### src/rtl/txd_pkg.sv
package txd_pkg;
  localparam int W0_OWN  = 31;
  localparam int W0_IOC  = 30;
  localparam int W0_LS   = 29;
  localparam int W0_TSE  = 25;
  localparam int W0_RE   = 21;
  localparam int W0_TTSS = 17;
  localparam int W0_UF   = 1;
  localparam int W0_ES   = 0;

  localparam int FL_NIS = 0;
  localparam int FL_AIS = 1;
  localparam int FL_TBU = 2;
  localparam int FL_TU  = 3;
  localparam int FL_TC  = 4;
  localparam int FL_W   = 5;

  typedef enum logic [3:0] {
    S_IDLE, S_RQ0, S_RS0, S_RQ1, S_RS1, S_RQ2, S_RS2,
    S_BRQ, S_BRS, S_PUSH, S_CLOSE, S_WAIT, S_WB2, S_WB3, S_WB0
  } txd_state_t;
endpackage

### src/rtl/txd_ptr.sv
module txd_ptr #(
  parameter int AW = 32,
  parameter int STRIDE = 16
) (
  input  logic          clk,
  input  logic          rst_n,
  input  logic [AW-1:0] base,
  input  logic          load,
  input  logic          adv,
  input  logic          wrap,
  output logic [AW-1:0] ptr
);
  localparam int SB = $clog2(STRIDE);
  logic [AW-1:0] base_al;

  assign base_al = {base[AW-1:SB], {SB{1'b0}}};

  always_ff @(posedge clk or negedge rst_n) begin
    if (!rst_n) ptr <= '0;
    else if (load) ptr <= base_al;
    else if (adv) ptr <= wrap ? base_al : ptr + AW'(STRIDE);
  end
endmodule

### src/rtl/txd_flags.sv
module txd_flags
  import txd_pkg::*;
(
  input  logic            clk,
  input  logic            rst_n,
  input  logic [FL_W-1:0] set_ev,
  input  logic [FL_W-1:0] clr,
  output logic [FL_W-1:0] flags
);
  logic [FL_W-1:0] set_all;

  always_comb begin
    set_all = set_ev;
    set_all[FL_NIS] = set_ev[FL_NIS] | set_ev[FL_TBU] | set_ev[FL_TC];
    set_all[FL_AIS] = set_ev[FL_AIS] | set_ev[FL_TU];
  end

  for (genvar b = 0; b < FL_W; b++) begin : g_bit
    logic q;
    always_ff @(posedge clk or negedge rst_n) begin
      if (!rst_n) q <= 1'b0;
      else if (set_all[b]) q <= 1'b1;
      else if (clr[b]) q <= 1'b0;
    end
    assign flags[b] = q;
  end
endmodule

### src/rtl/txd_seq.sv
module txd_seq
  import txd_pkg::*;
#(
  parameter int AW = 32,
  parameter int LEN_W = 16
) (
  input  logic            clk,
  input  logic            rst_n,
  input  logic            poll,
  input  logic            ts_enable,
  input  logic [63:0]     ts_value,
  input  logic            line_done,
  input  logic            line_underflow,
  input  logic [AW-1:0]   ptr,
  output logic            ptr_load,
  output logic            ptr_adv,
  output logic            ptr_wrap,
  output logic [FL_W-1:0] flag_set,
  output logic            suspended,
  output logic            mem_req_valid,
  input  logic            mem_req_ready,
  output logic            mem_req_write,
  output logic [AW-1:0]   mem_req_addr,
  output logic [31:0]     mem_req_wdata,
  input  logic            mem_rsp_valid,
  input  logic [31:0]     mem_rsp_data,
  output logic            txf_valid,
  input  logic            txf_ready,
  output logic [31:0]     txf_data,
  output logic            txf_last
);
  localparam logic [31:0] ST_MASK = (32'd1 << W0_OWN) | (32'd1 << W0_TTSS) |
                                    (32'd1 << W0_UF) | (32'd1 << W0_ES);

  txd_state_t state;
  logic              started;
  logic [31:0]       w0;
  logic [LEN_W-1:0]  blen;
  logic [AW-1:0]     baddr;
  logic [LEN_W-1:0]  widx;
  logic              in_frame;
  logic              stamp;
  logic              err;
  logic [31:0]       data_q;
  logic [63:0]       ts_q;
  logic              last_word;
  logic              req_ok;
  logic [31:0]       wb_word;
  txd_state_t        after_buf;

  assign last_word = (widx == blen - LEN_W'(1));
  assign req_ok    = mem_req_valid && mem_req_ready;
  assign after_buf = w0[W0_LS] ? S_WAIT : S_CLOSE;

  always_ff @(posedge clk or negedge rst_n) begin
    if (!rst_n) begin
      state    <= S_IDLE;
      started  <= 1'b0;
      w0       <= '0;
      blen     <= '0;
      baddr    <= '0;
      widx     <= '0;
      in_frame <= 1'b0;
      stamp    <= 1'b0;
      err      <= 1'b0;
      data_q   <= '0;
      ts_q     <= '0;
    end else begin
      case (state)
        S_IDLE: if (poll) begin
          state   <= S_RQ0;
          started <= 1'b1;
        end
        S_RQ0: if (mem_req_ready) state <= S_RS0;
        S_RS0: if (mem_rsp_valid) begin
          w0    <= mem_rsp_data;
          state <= mem_rsp_data[W0_OWN] ? S_RQ1 : S_IDLE;
        end
        S_RQ1: if (mem_req_ready) state <= S_RS1;
        S_RS1: if (mem_rsp_valid) begin
          blen  <= mem_rsp_data[LEN_W-1:0];
          state <= S_RQ2;
        end
        S_RQ2: if (mem_req_ready) state <= S_RS2;
        S_RS2: if (mem_rsp_valid) begin
          baddr <= AW'(mem_rsp_data);
          widx  <= '0;
          if (!in_frame) stamp <= w0[W0_TSE] & ts_enable;
          state <= (blen == '0) ? after_buf : S_BRQ;
        end
        S_BRQ: if (mem_req_ready) state <= S_BRS;
        S_BRS: if (mem_rsp_valid) begin
          data_q <= mem_rsp_data;
          state  <= S_PUSH;
        end
        S_PUSH: if (txf_ready) begin
          widx  <= widx + LEN_W'(1);
          state <= last_word ? after_buf : S_BRQ;
        end
        S_CLOSE: if (mem_req_ready) begin
          in_frame <= 1'b1;
          state    <= S_RQ0;
        end
        S_WAIT: begin
          if (line_underflow) begin
            err   <= 1'b1;
            state <= S_WB0;
          end else if (line_done) begin
            err   <= 1'b0;
            ts_q  <= ts_value;
            state <= stamp ? S_WB2 : S_WB0;
          end
        end
        S_WB2: if (mem_req_ready) state <= S_WB3;
        S_WB3: if (mem_req_ready) state <= S_WB0;
        S_WB0: if (mem_req_ready) begin
          in_frame <= 1'b0;
          state    <= err ? S_IDLE : S_RQ0;
        end
        default: state <= S_IDLE;
      endcase
    end
  end

  always_comb begin
    wb_word = w0 & ~ST_MASK;
    wb_word[W0_TTSS] = stamp & ~err;
    wb_word[W0_UF]   = err;
    wb_word[W0_ES]   = err;
  end

  always_comb begin
    mem_req_valid = 1'b0;
    mem_req_write = 1'b0;
    mem_req_addr  = ptr;
    mem_req_wdata = '0;
    case (state)
      S_RQ0: mem_req_valid = 1'b1;
      S_RQ1: begin
        mem_req_valid = 1'b1;
        mem_req_addr  = ptr + AW'(4);
      end
      S_RQ2: begin
        mem_req_valid = 1'b1;
        mem_req_addr  = ptr + AW'(8);
      end
      S_BRQ: begin
        mem_req_valid = 1'b1;
        mem_req_addr  = baddr + AW'({widx, 2'b00});
      end
      S_CLOSE: begin
        mem_req_valid = 1'b1;
        mem_req_write = 1'b1;
        mem_req_wdata = w0 & ~(32'd1 << W0_OWN);
      end
      S_WB2: begin
        mem_req_valid = 1'b1;
        mem_req_write = 1'b1;
        mem_req_addr  = ptr + AW'(8);
        mem_req_wdata = ts_q[31:0];
      end
      S_WB3: begin
        mem_req_valid = 1'b1;
        mem_req_write = 1'b1;
        mem_req_addr  = ptr + AW'(12);
        mem_req_wdata = ts_q[63:32];
      end
      S_WB0: begin
        mem_req_valid = 1'b1;
        mem_req_write = 1'b1;
        mem_req_wdata = wb_word;
      end
      default: ;
    endcase
  end

  assign txf_valid = (state == S_PUSH);
  assign txf_data  = data_q;
  assign txf_last  = (state == S_PUSH) && w0[W0_LS] && last_word;
  assign suspended = (state == S_IDLE);

  assign ptr_load = (state == S_IDLE) && poll && !started;
  assign ptr_adv  = ((state == S_CLOSE) || (state == S_WB0)) && req_ok;
  assign ptr_wrap = w0[W0_RE];

  always_comb begin
    flag_set = '0;
    flag_set[FL_TBU] = (state == S_RS0) && mem_rsp_valid && !mem_rsp_data[W0_OWN];
    flag_set[FL_TU]  = (state == S_WB0) && req_ok && err;
    flag_set[FL_TC]  = (state == S_WB0) && req_ok && !err && w0[W0_IOC];
  end
endmodule

### src/rtl/txdesc_dma.sv
module txdesc_dma
  import txd_pkg::*;
#(
  parameter int AW = 32,
  parameter int LEN_W = 16,
  parameter int DESC_BYTES = 16
) (
  input  logic          clk,
  input  logic          rst_n,
  input  logic [AW-1:0] desc_base,
  input  logic          ts_enable,
  input  logic          poll_demand,
  input  logic [63:0]   ts_value,
  input  logic          line_done,
  input  logic          line_underflow,
  input  logic [4:0]    flag_clr,
  output logic [4:0]    flags,
  output logic          suspended,
  output logic [AW-1:0] desc_ptr,
  output logic          mem_req_valid,
  input  logic          mem_req_ready,
  output logic          mem_req_write,
  output logic [AW-1:0] mem_req_addr,
  output logic [31:0]   mem_req_wdata,
  input  logic          mem_rsp_valid,
  input  logic [31:0]   mem_rsp_data,
  output logic          txf_valid,
  input  logic          txf_ready,
  output logic [31:0]   txf_data,
  output logic          txf_last
);
  logic            ptr_load;
  logic            ptr_adv;
  logic            ptr_wrap;
  logic [FL_W-1:0] flag_set;

  txd_ptr #(.AW(AW), .STRIDE(DESC_BYTES)) u_ptr (
    .clk(clk), .rst_n(rst_n), .base(desc_base),
    .load(ptr_load), .adv(ptr_adv), .wrap(ptr_wrap), .ptr(desc_ptr)
  );

  txd_flags u_flags (
    .clk(clk), .rst_n(rst_n), .set_ev(flag_set), .clr(flag_clr), .flags(flags)
  );

  txd_seq #(.AW(AW), .LEN_W(LEN_W)) u_seq (
    .clk(clk), .rst_n(rst_n), .poll(poll_demand), .ts_enable(ts_enable),
    .ts_value(ts_value), .line_done(line_done), .line_underflow(line_underflow),
    .ptr(desc_ptr), .ptr_load(ptr_load), .ptr_adv(ptr_adv), .ptr_wrap(ptr_wrap),
    .flag_set(flag_set), .suspended(suspended),
    .mem_req_valid(mem_req_valid), .mem_req_ready(mem_req_ready),
    .mem_req_write(mem_req_write), .mem_req_addr(mem_req_addr),
    .mem_req_wdata(mem_req_wdata), .mem_rsp_valid(mem_rsp_valid),
    .mem_rsp_data(mem_rsp_data), .txf_valid(txf_valid), .txf_ready(txf_ready),
    .txf_data(txf_data), .txf_last(txf_last)
  );
endmodule

### config.mk
export PLATFORM = sky130hd
export DESIGN_NAME = txdesc_dma
export DESIGN_NICKNAME = d
export VERILOG_FILES = /design/src/rtl/txd_pkg.sv /design/src/rtl/txd_ptr.sv /design/src/rtl/txd_flags.sv /design/src/rtl/txd_seq.sv /design/src/rtl/txdesc_dma.sv
export SDC_FILE = /design/constraint.sdc
export NUM_CORES = 1
export LEC_CHECK = 0
export BUFFER_PORTS_ARGS = -buffer_cell sky130_fd_sc_hd__buf_2
export CAP_MARGIN = 20
export CORE_MARGIN = 3
export CORE_UTILIZATION = 55
export CTS_BUF_LIST = sky130_fd_sc_hd__clkbuf_8 sky130_fd_sc_hd__clkbuf_16
export DETAILED_ROUTE_END_ITERATION = 7
export PLACE_DENSITY = 0.85
export SLEW_MARGIN = 15
export SYNTH_ARGS = -nofsm -noshare
export SYNTH_HDL_FRONTEND = slang
export SYNTH_HIERARCHICAL = 1
export SYNTH_SLANG_ARGS = --single-unit
### constraint.sdc
create_clock -name clk -period 3.77 [get_ports clk]
set_input_delay 0.377 -clock clk [delete_from_list [all_inputs] [get_ports clk]]
set_output_delay 0.377 -clock clk [all_outputs]
set_load 0.03 [all_outputs]
# Word level (Yosys, flattened, before mapping)
# Index checks and enable logic that the tools add are counted.
dict set report totals {
  regBits 236
  in_bits 142
}
dict set report op_classes {
  addsub 7
  bitwise 6
  eq_ne 30
  n_mux 48
  reduce_logical 41
}
# operator count
set op_table {}
lappend op_table {{one-hot mux 32 bit (4 select lines)} 2}
lappend op_table {{two-way mux 32 bit} 3}
lappend op_table {{two-way mux 4 bit} 18}
lappend op_table {{adder 32 x 4 -> 32 bit, second input constant} 2}
lappend op_table {{one-hot mux 4 bit (15 select lines)} 1}
lappend op_table {{adder 32 x 18 -> 32 bit} 1}
lappend op_table {{adder 32 x 3 -> 32 bit, second input constant} 1}
lappend op_table {{adder 32 x 5 -> 32 bit, second input constant} 1}
lappend op_table {{two-way mux 16 bit} 2}
lappend op_table {{one-hot mux 16 bit (2 select lines)} 1}
lappend op_table {{equality test 4 bit, second input constant} 7}
lappend op_table {{!= test 2 bit, second input constant} 13}
lappend op_table {{two-way mux 1 bit} 18}
lappend op_table {{nonzero test 2 bit} 9}
lappend op_table {{adder 16 x 1 -> 16 bit, second input constant} 1}
lappend op_table {{equality test 16 bit} 1}
lappend op_table {{equality test 4 x 3 -> 1 bit, second input constant} 4}
lappend op_table {{logical NOT 16 bit} 1}
lappend op_table {{subtractor 16 x 1 -> 16 bit, second input constant} 1}
lappend op_table {{AND reduction 15 bit} 1}
lappend op_table {{logical AND 1 bit} 12}
lappend op_table {{AND reduction 2 bit} 6}
lappend op_table {{AND reduction 3 bit} 4}
lappend op_table {{equality test 4 x 2 -> 1 bit, second input constant} 2}
lappend op_table {{14 further kinds} 20}

# Longest topological paths before layout
dict set report logic_depth {
  word_depth 9
  ltp_mapped 12
  ltp_nobuf 9
}

# Hierarchy
# The synthesis kept the hierarchy.
# mod seq_area_each_um2 n_inst cells_each area_each_um2
set modules_own_cells {}
lappend modules_own_cells {txd_seq 4979.8 1 1158 11447.2}
lappend modules_own_cells {txd_ptr 700.7 1 224 1893.1}
lappend modules_own_cells {txd_flags 125.1 1 22 229.0}

# Least setup slack after synthesis
# No wires, ideal clock.
dict set report synth_path {
  kind {register to register}
  from {register u_seq.state[3]}
  to {register u_ptr.ptr[27]}
  setup_slack_ns 0.480
  arrival_ns 3.197
  period_less_slack_ns 3.290
  path_stages_with_launch 11
  path_cell_list {dfrtp_1 buf_4 clkbuf_1 nor4_1 nand2_1 nor2_1 or2_2 clkbuf_1 nand2_1 o311a_1 a211oi_1}
}
dict set report synth_via {
  word_cells_on_any_way 18
}
# element line_no
set synth_lines {}
lappend synth_lines {{start: declaration} txd_seq.sv:35} ;# txd_state_t state;
lappend synth_lines {{start signal: assignment} txd_seq.sv:77} ;# state <= mem_rsp_data[W0_OWN] ? S_RQ1 : S_IDLE;
lappend synth_lines {{start signal: assignment} txd_seq.sv:89} ;# state <= (blen == '0) ? after_buf : S_BRQ;
lappend synth_lines {{start signal: assignment} txd_seq.sv:98} ;# state <= last_word ? after_buf : S_BRQ;
lappend synth_lines {{logical NOT 4 bit *} n/a}
lappend synth_lines {{via suspended} txdesc_dma.sv:18} ;# output logic suspended,
lappend synth_lines {{logical AND 1 bit * (2 in a row)} txd_seq.sv:182} ;# assign ptr_load = (state == S_IDLE) && poll && !started;
lappend synth_lines {{via ptr_load} txdesc_dma.sv:32} ;# logic ptr_load;
lappend synth_lines {{two-way mux 32 bit or nonzero test 2 bit (tied branches)} n/a}
lappend synth_lines {{end signal: assignment} txd_ptr.sv:20} ;# else if (load) ptr <= base_al;
lappend synth_lines {{end signal: assignment} txd_ptr.sv:21} ;# else if (adv) ptr <= wrap ? base_al : ptr + AW'(STRIDE);
lappend synth_lines {{end: declaration} txd_ptr.sv:11} ;# output logic [AW-1:0] ptr
# Mark *: on every way through the listed nets, which the timed path passes. The rest lies on a longest branch.
# A chain may end at the register's enable or synchronous reset.

# Worst setup path in the final report
dict set report layout_path {
  from {register u_seq.widx[8]}
  to {output port mem_req_addr[19]}
}
dict set report layout_via {
  elab_chain_len 2
}
# element line_no
set layout_lines {}
lappend layout_lines {{start: declaration} txd_seq.sv:40} ;# logic [LEN_W-1:0] widx;
lappend layout_lines {{start signal: assignment} txd_seq.sv:97} ;# widx <= widx + LEN_W'(1);
lappend layout_lines {{adder 32 x 18 -> 32 bit} txd_seq.sv:149} ;# mem_req_addr = baddr + AW'({widx, 2'b00});
lappend layout_lines {{one-hot mux 32 bit (4 select lines)} txd_seq.sv:137} ;# case (state)
lappend layout_lines {{end: declaration} txdesc_dma.sv:23} ;# output logic [AW-1:0] mem_req_addr,
# Every way passes these cells.

==> results.tsv <==
metric	value	unit
CORE AREA	0.0238	mm²
Gate Count Post-Synth	1404	
final setup vio count	0	
Post-synth EDFFs	0	
CTS sink count	232	
final wirelength	43700	µm
area grow syn2layout	18.8	%
Post-Syn Area per Cell	9.66	µm²
Fin. Hold Viols	0	
CTS tree	built	
Pint	7.14	mW
outcome	completed	
Sw Share	0.456	
crit path DAT	3320	ps
critical path's top delay family	compound AO/OA/AOI/OAI gates	
crit path launch type	flop	
WS Path Type	reg -> out	
fraction of registers with async set/reset	1.00	
layout cell share with drive strength beyond 1	0.320	
initial antenna violation count	2	
dpl hpwl	31200	µm
maximum number of pins on one net before global-route repair	119	
max_cap viols	0	
Reg clk slew, reported paths	60	ps
Final ANT Viol Nets	0	
Die Ht	163	µm
setup TNS	0	ps
CTS Buf Count	25	
register area share after synthesis	0.428	
combinational power share	0.476	
Starting Density	0.570	
via count	12700	
H-tree levels	1	
sequential share of power	0.336	
WP data required	3390	ps
DRC violation count after routing	0	
Period Utilization, post-route	0.982	
Final nets	1815	
worst path cell trace	ha_1 > a21oi_1 > o21ai_1 > a221oi_2 > a21boi_2 > and3b_1 > o31ai_1 > nand3_1 > buf_2	
I/O Buffers	271	
most frequent cell after synthesis	dfrtp_1	
Top-Level Pins	280	
vias in the first global route	12300	
GPL Wtd Cong	0.970	
Max Clk Rate	0.270	GHz
PwrDens	815	mW/mm²
Yosys warnings	6	
max_slew headroom	0.399	
Hold Path Class	in -> reg	
clock share of power	0.188	
Clock Skews	12.5	ps
post-route insts no fill	1988	
Synth top cells by count	dfrtp_1, nand2_1, mux2_2	
synthesized flop and latch total	232	
worst slew pin tran	901	ps
Synth area leader	dfrtp_1	
CTS root buf	clkbuf_16	
Slowest-stage cell, CP	dfrtp_1	
Final Util	0.677	
overall power	13.1	mW
Largest stage delay, worst path	490	ps
Starting DRT DRC Count	1627	
top cells by area, synth	dfrtp_1, mux2_2, nand2_1	
worst-skew pair later-pin latency	540	ps
maximum fanout along the worst path	8	
Yosys cell types	86	
maximum root-to-sink buffer count	3	
P_leak	7.87	nW
row cnt	56	
die area	0.0266	mm²
Detailed Routing Iterations Pass 1	8	
WL/cell	22.0	µm
Net Switching	6.00	mW
Worst setup EP type	primary output	
Buffers & Inverters on Critical Path	1	
cell area after synthesis	0.0136	mm²
Min Clock Period, post-route	3700	ps
die width	163	µm
GRT Util Overall	0.321	
Slew Viols, Final	0	
peak supply drop	0.641	mV
GRT overflow	0	
unrepaired setup endpoints after global routing	no	
global-route wire length before repair	68300	µm
placed cell count	1941	
top-area cell type share of the netlist area	0.428	
commonest register cell after synthesis	dfrtp_1	
vias per cell	6.39	
ant diodes	0	
## routing by layer
| layer | wire length, µm | share of wire | global-route usage |
|---|---|---|---|
| met4 | 1160 | 0.027 | 0.0857 |
| met3 | 4520 | 0.10 | 0.0685 |
| met5 | 27 | 0.00062 | 0 |
| met2 | 20800 | 0.48 | 0.531 |
| met1 | 17200 | 0.39 | 0.432 |
## flip-flops by register name, summed over array words and instances, names as in the netlist
signal / count
u_seq/baddr: 32
u_seq/err: 1
u_seq/stamp: 1
u_seq/blen: 16
u_seq/widx: 16
u_seq/w0: 31
u_seq/state: 4
u_seq/txf_data: 32
u_flags/g_bit.q: 5
u_seq/ts_q: 64
u_seq/in_frame: 1
u_ptr/ptr: 28
u_seq/started: 1
## metrics by stage
step / cell area (µm²) / hold WS, ps / worst slack (ps)
2_1_floorplan: 13600 / 81.4 / 480
3_3_place_gp: 15200 / 450 / 423
3_5_place_dp: 15200 / 453 / 335
4_1_cts: 16100 / 17.4 / 22.9
5_1_grt: 16100 / 35.5 / 5.16
6_report: 16100 / 20.7 / 68.8
## path summary, 6_finish.rpt
kind,start,end,depth (start not counted),slack (ps)
worst max-delay path,u_seq/widx[8]$_DFFE_PN0P_,mem_req_addr[19],9,70
worst min-delay path,flag_clr[1],u_flags/g_bit[1].q$_DFFE_PN0P_,2,20
worst max register to register,u_seq/state[1]$_DFFE_PN0P_,u_ptr/ptr[27]$_DFFE_PN0P_,9,600
worst min register to register,u_seq/started$_DFFE_PN0P_,u_seq/started$_DFFE_PN0P_,1,470
max in group asynchronous,rst_n,u_seq/ts_q[26]$_DFFE_PN0P_,3,2240
min in group asynchronous,rst_n,u_seq/blen[9]$_DFFE_PN0P_,2,530
## placed cells by master, fill, tap and decap left out, drive strengths merged, types with 12 or more instances in the layout
| cell type | n |
|---|---|
| clkbuf | 30 |
| ha | 21 |
| nor3 | 31 |
| o21ai | 57 |
| inv | 63 |
| o22ai | 17 |
| nor4 | 16 |
| buf | 304 |
| nand3 | 46 |
| and3 | 21 |
| a222oi | 29 |
| and4 | 17 |
| nand2 | 180 |
| a22oi | 12 |
| nand4 | 38 |
| dfrtp | 232 |
| xnor2 | 19 |
| xor2 | 48 |
| mux2 | 144 |
| nor2 | 69 |
| a21oi | 70 |
## area by class of cell
cell class | instances | area (µm²)
clock buffer | 28 | 667
clock inverter | 18 | 163
fill | 1807 | 7700
inverter | 55 | 206
multi-input combinational | 1029 | 7220
sequential | 232 | 5810
tap | 319 | 399
timing repair buffer | 307 | 1660
## what timing repair did
action	4_1_cts	5_1_grt
gates cloned	0	0
setup endpoints to repair	14	15
gates resized for setup	4	14
pin swaps	0	1
setup buffers	0	0
hold buffers	1	0
endpoints found under the hold margin	95	0
## power groups by stage
stage / Clock, mW / Combinational, mW / Sequential, mW
2_1_floorplan: 0 / 3.79 / 4.68
3_3_place_gp: 0 / 5.93 / 4.31
3_5_place_dp: 0 / 6.07 / 4.38
4_1_cts: 2.50 / 6.14 / 4.36
5_1_grt: 2.61 / 6.67 / 4.53
6_report: 2.47 / 6.25 / 4.41
## cell families after synthesis
| family | after synthesis | share of synthesized area |
|---|---|---|
| AO/OA/AOI/OAI | 295 | 0.152 |
| XOR/XNOR | 67 | 0.0432 |
| adder cells (fa/ha/maj) | 23 | 0.0223 |
| buffers and inverters | 147 | 0.0463 |
| flip-flops | 232 | 0.428 |
| multiplexers | 151 | 0.125 |
| other | 2 | 0.000553 |
| AND/OR/NAND/NOR | 487 | 0.183 |
No activity file was read; power rests on OpenSTA's default activity.
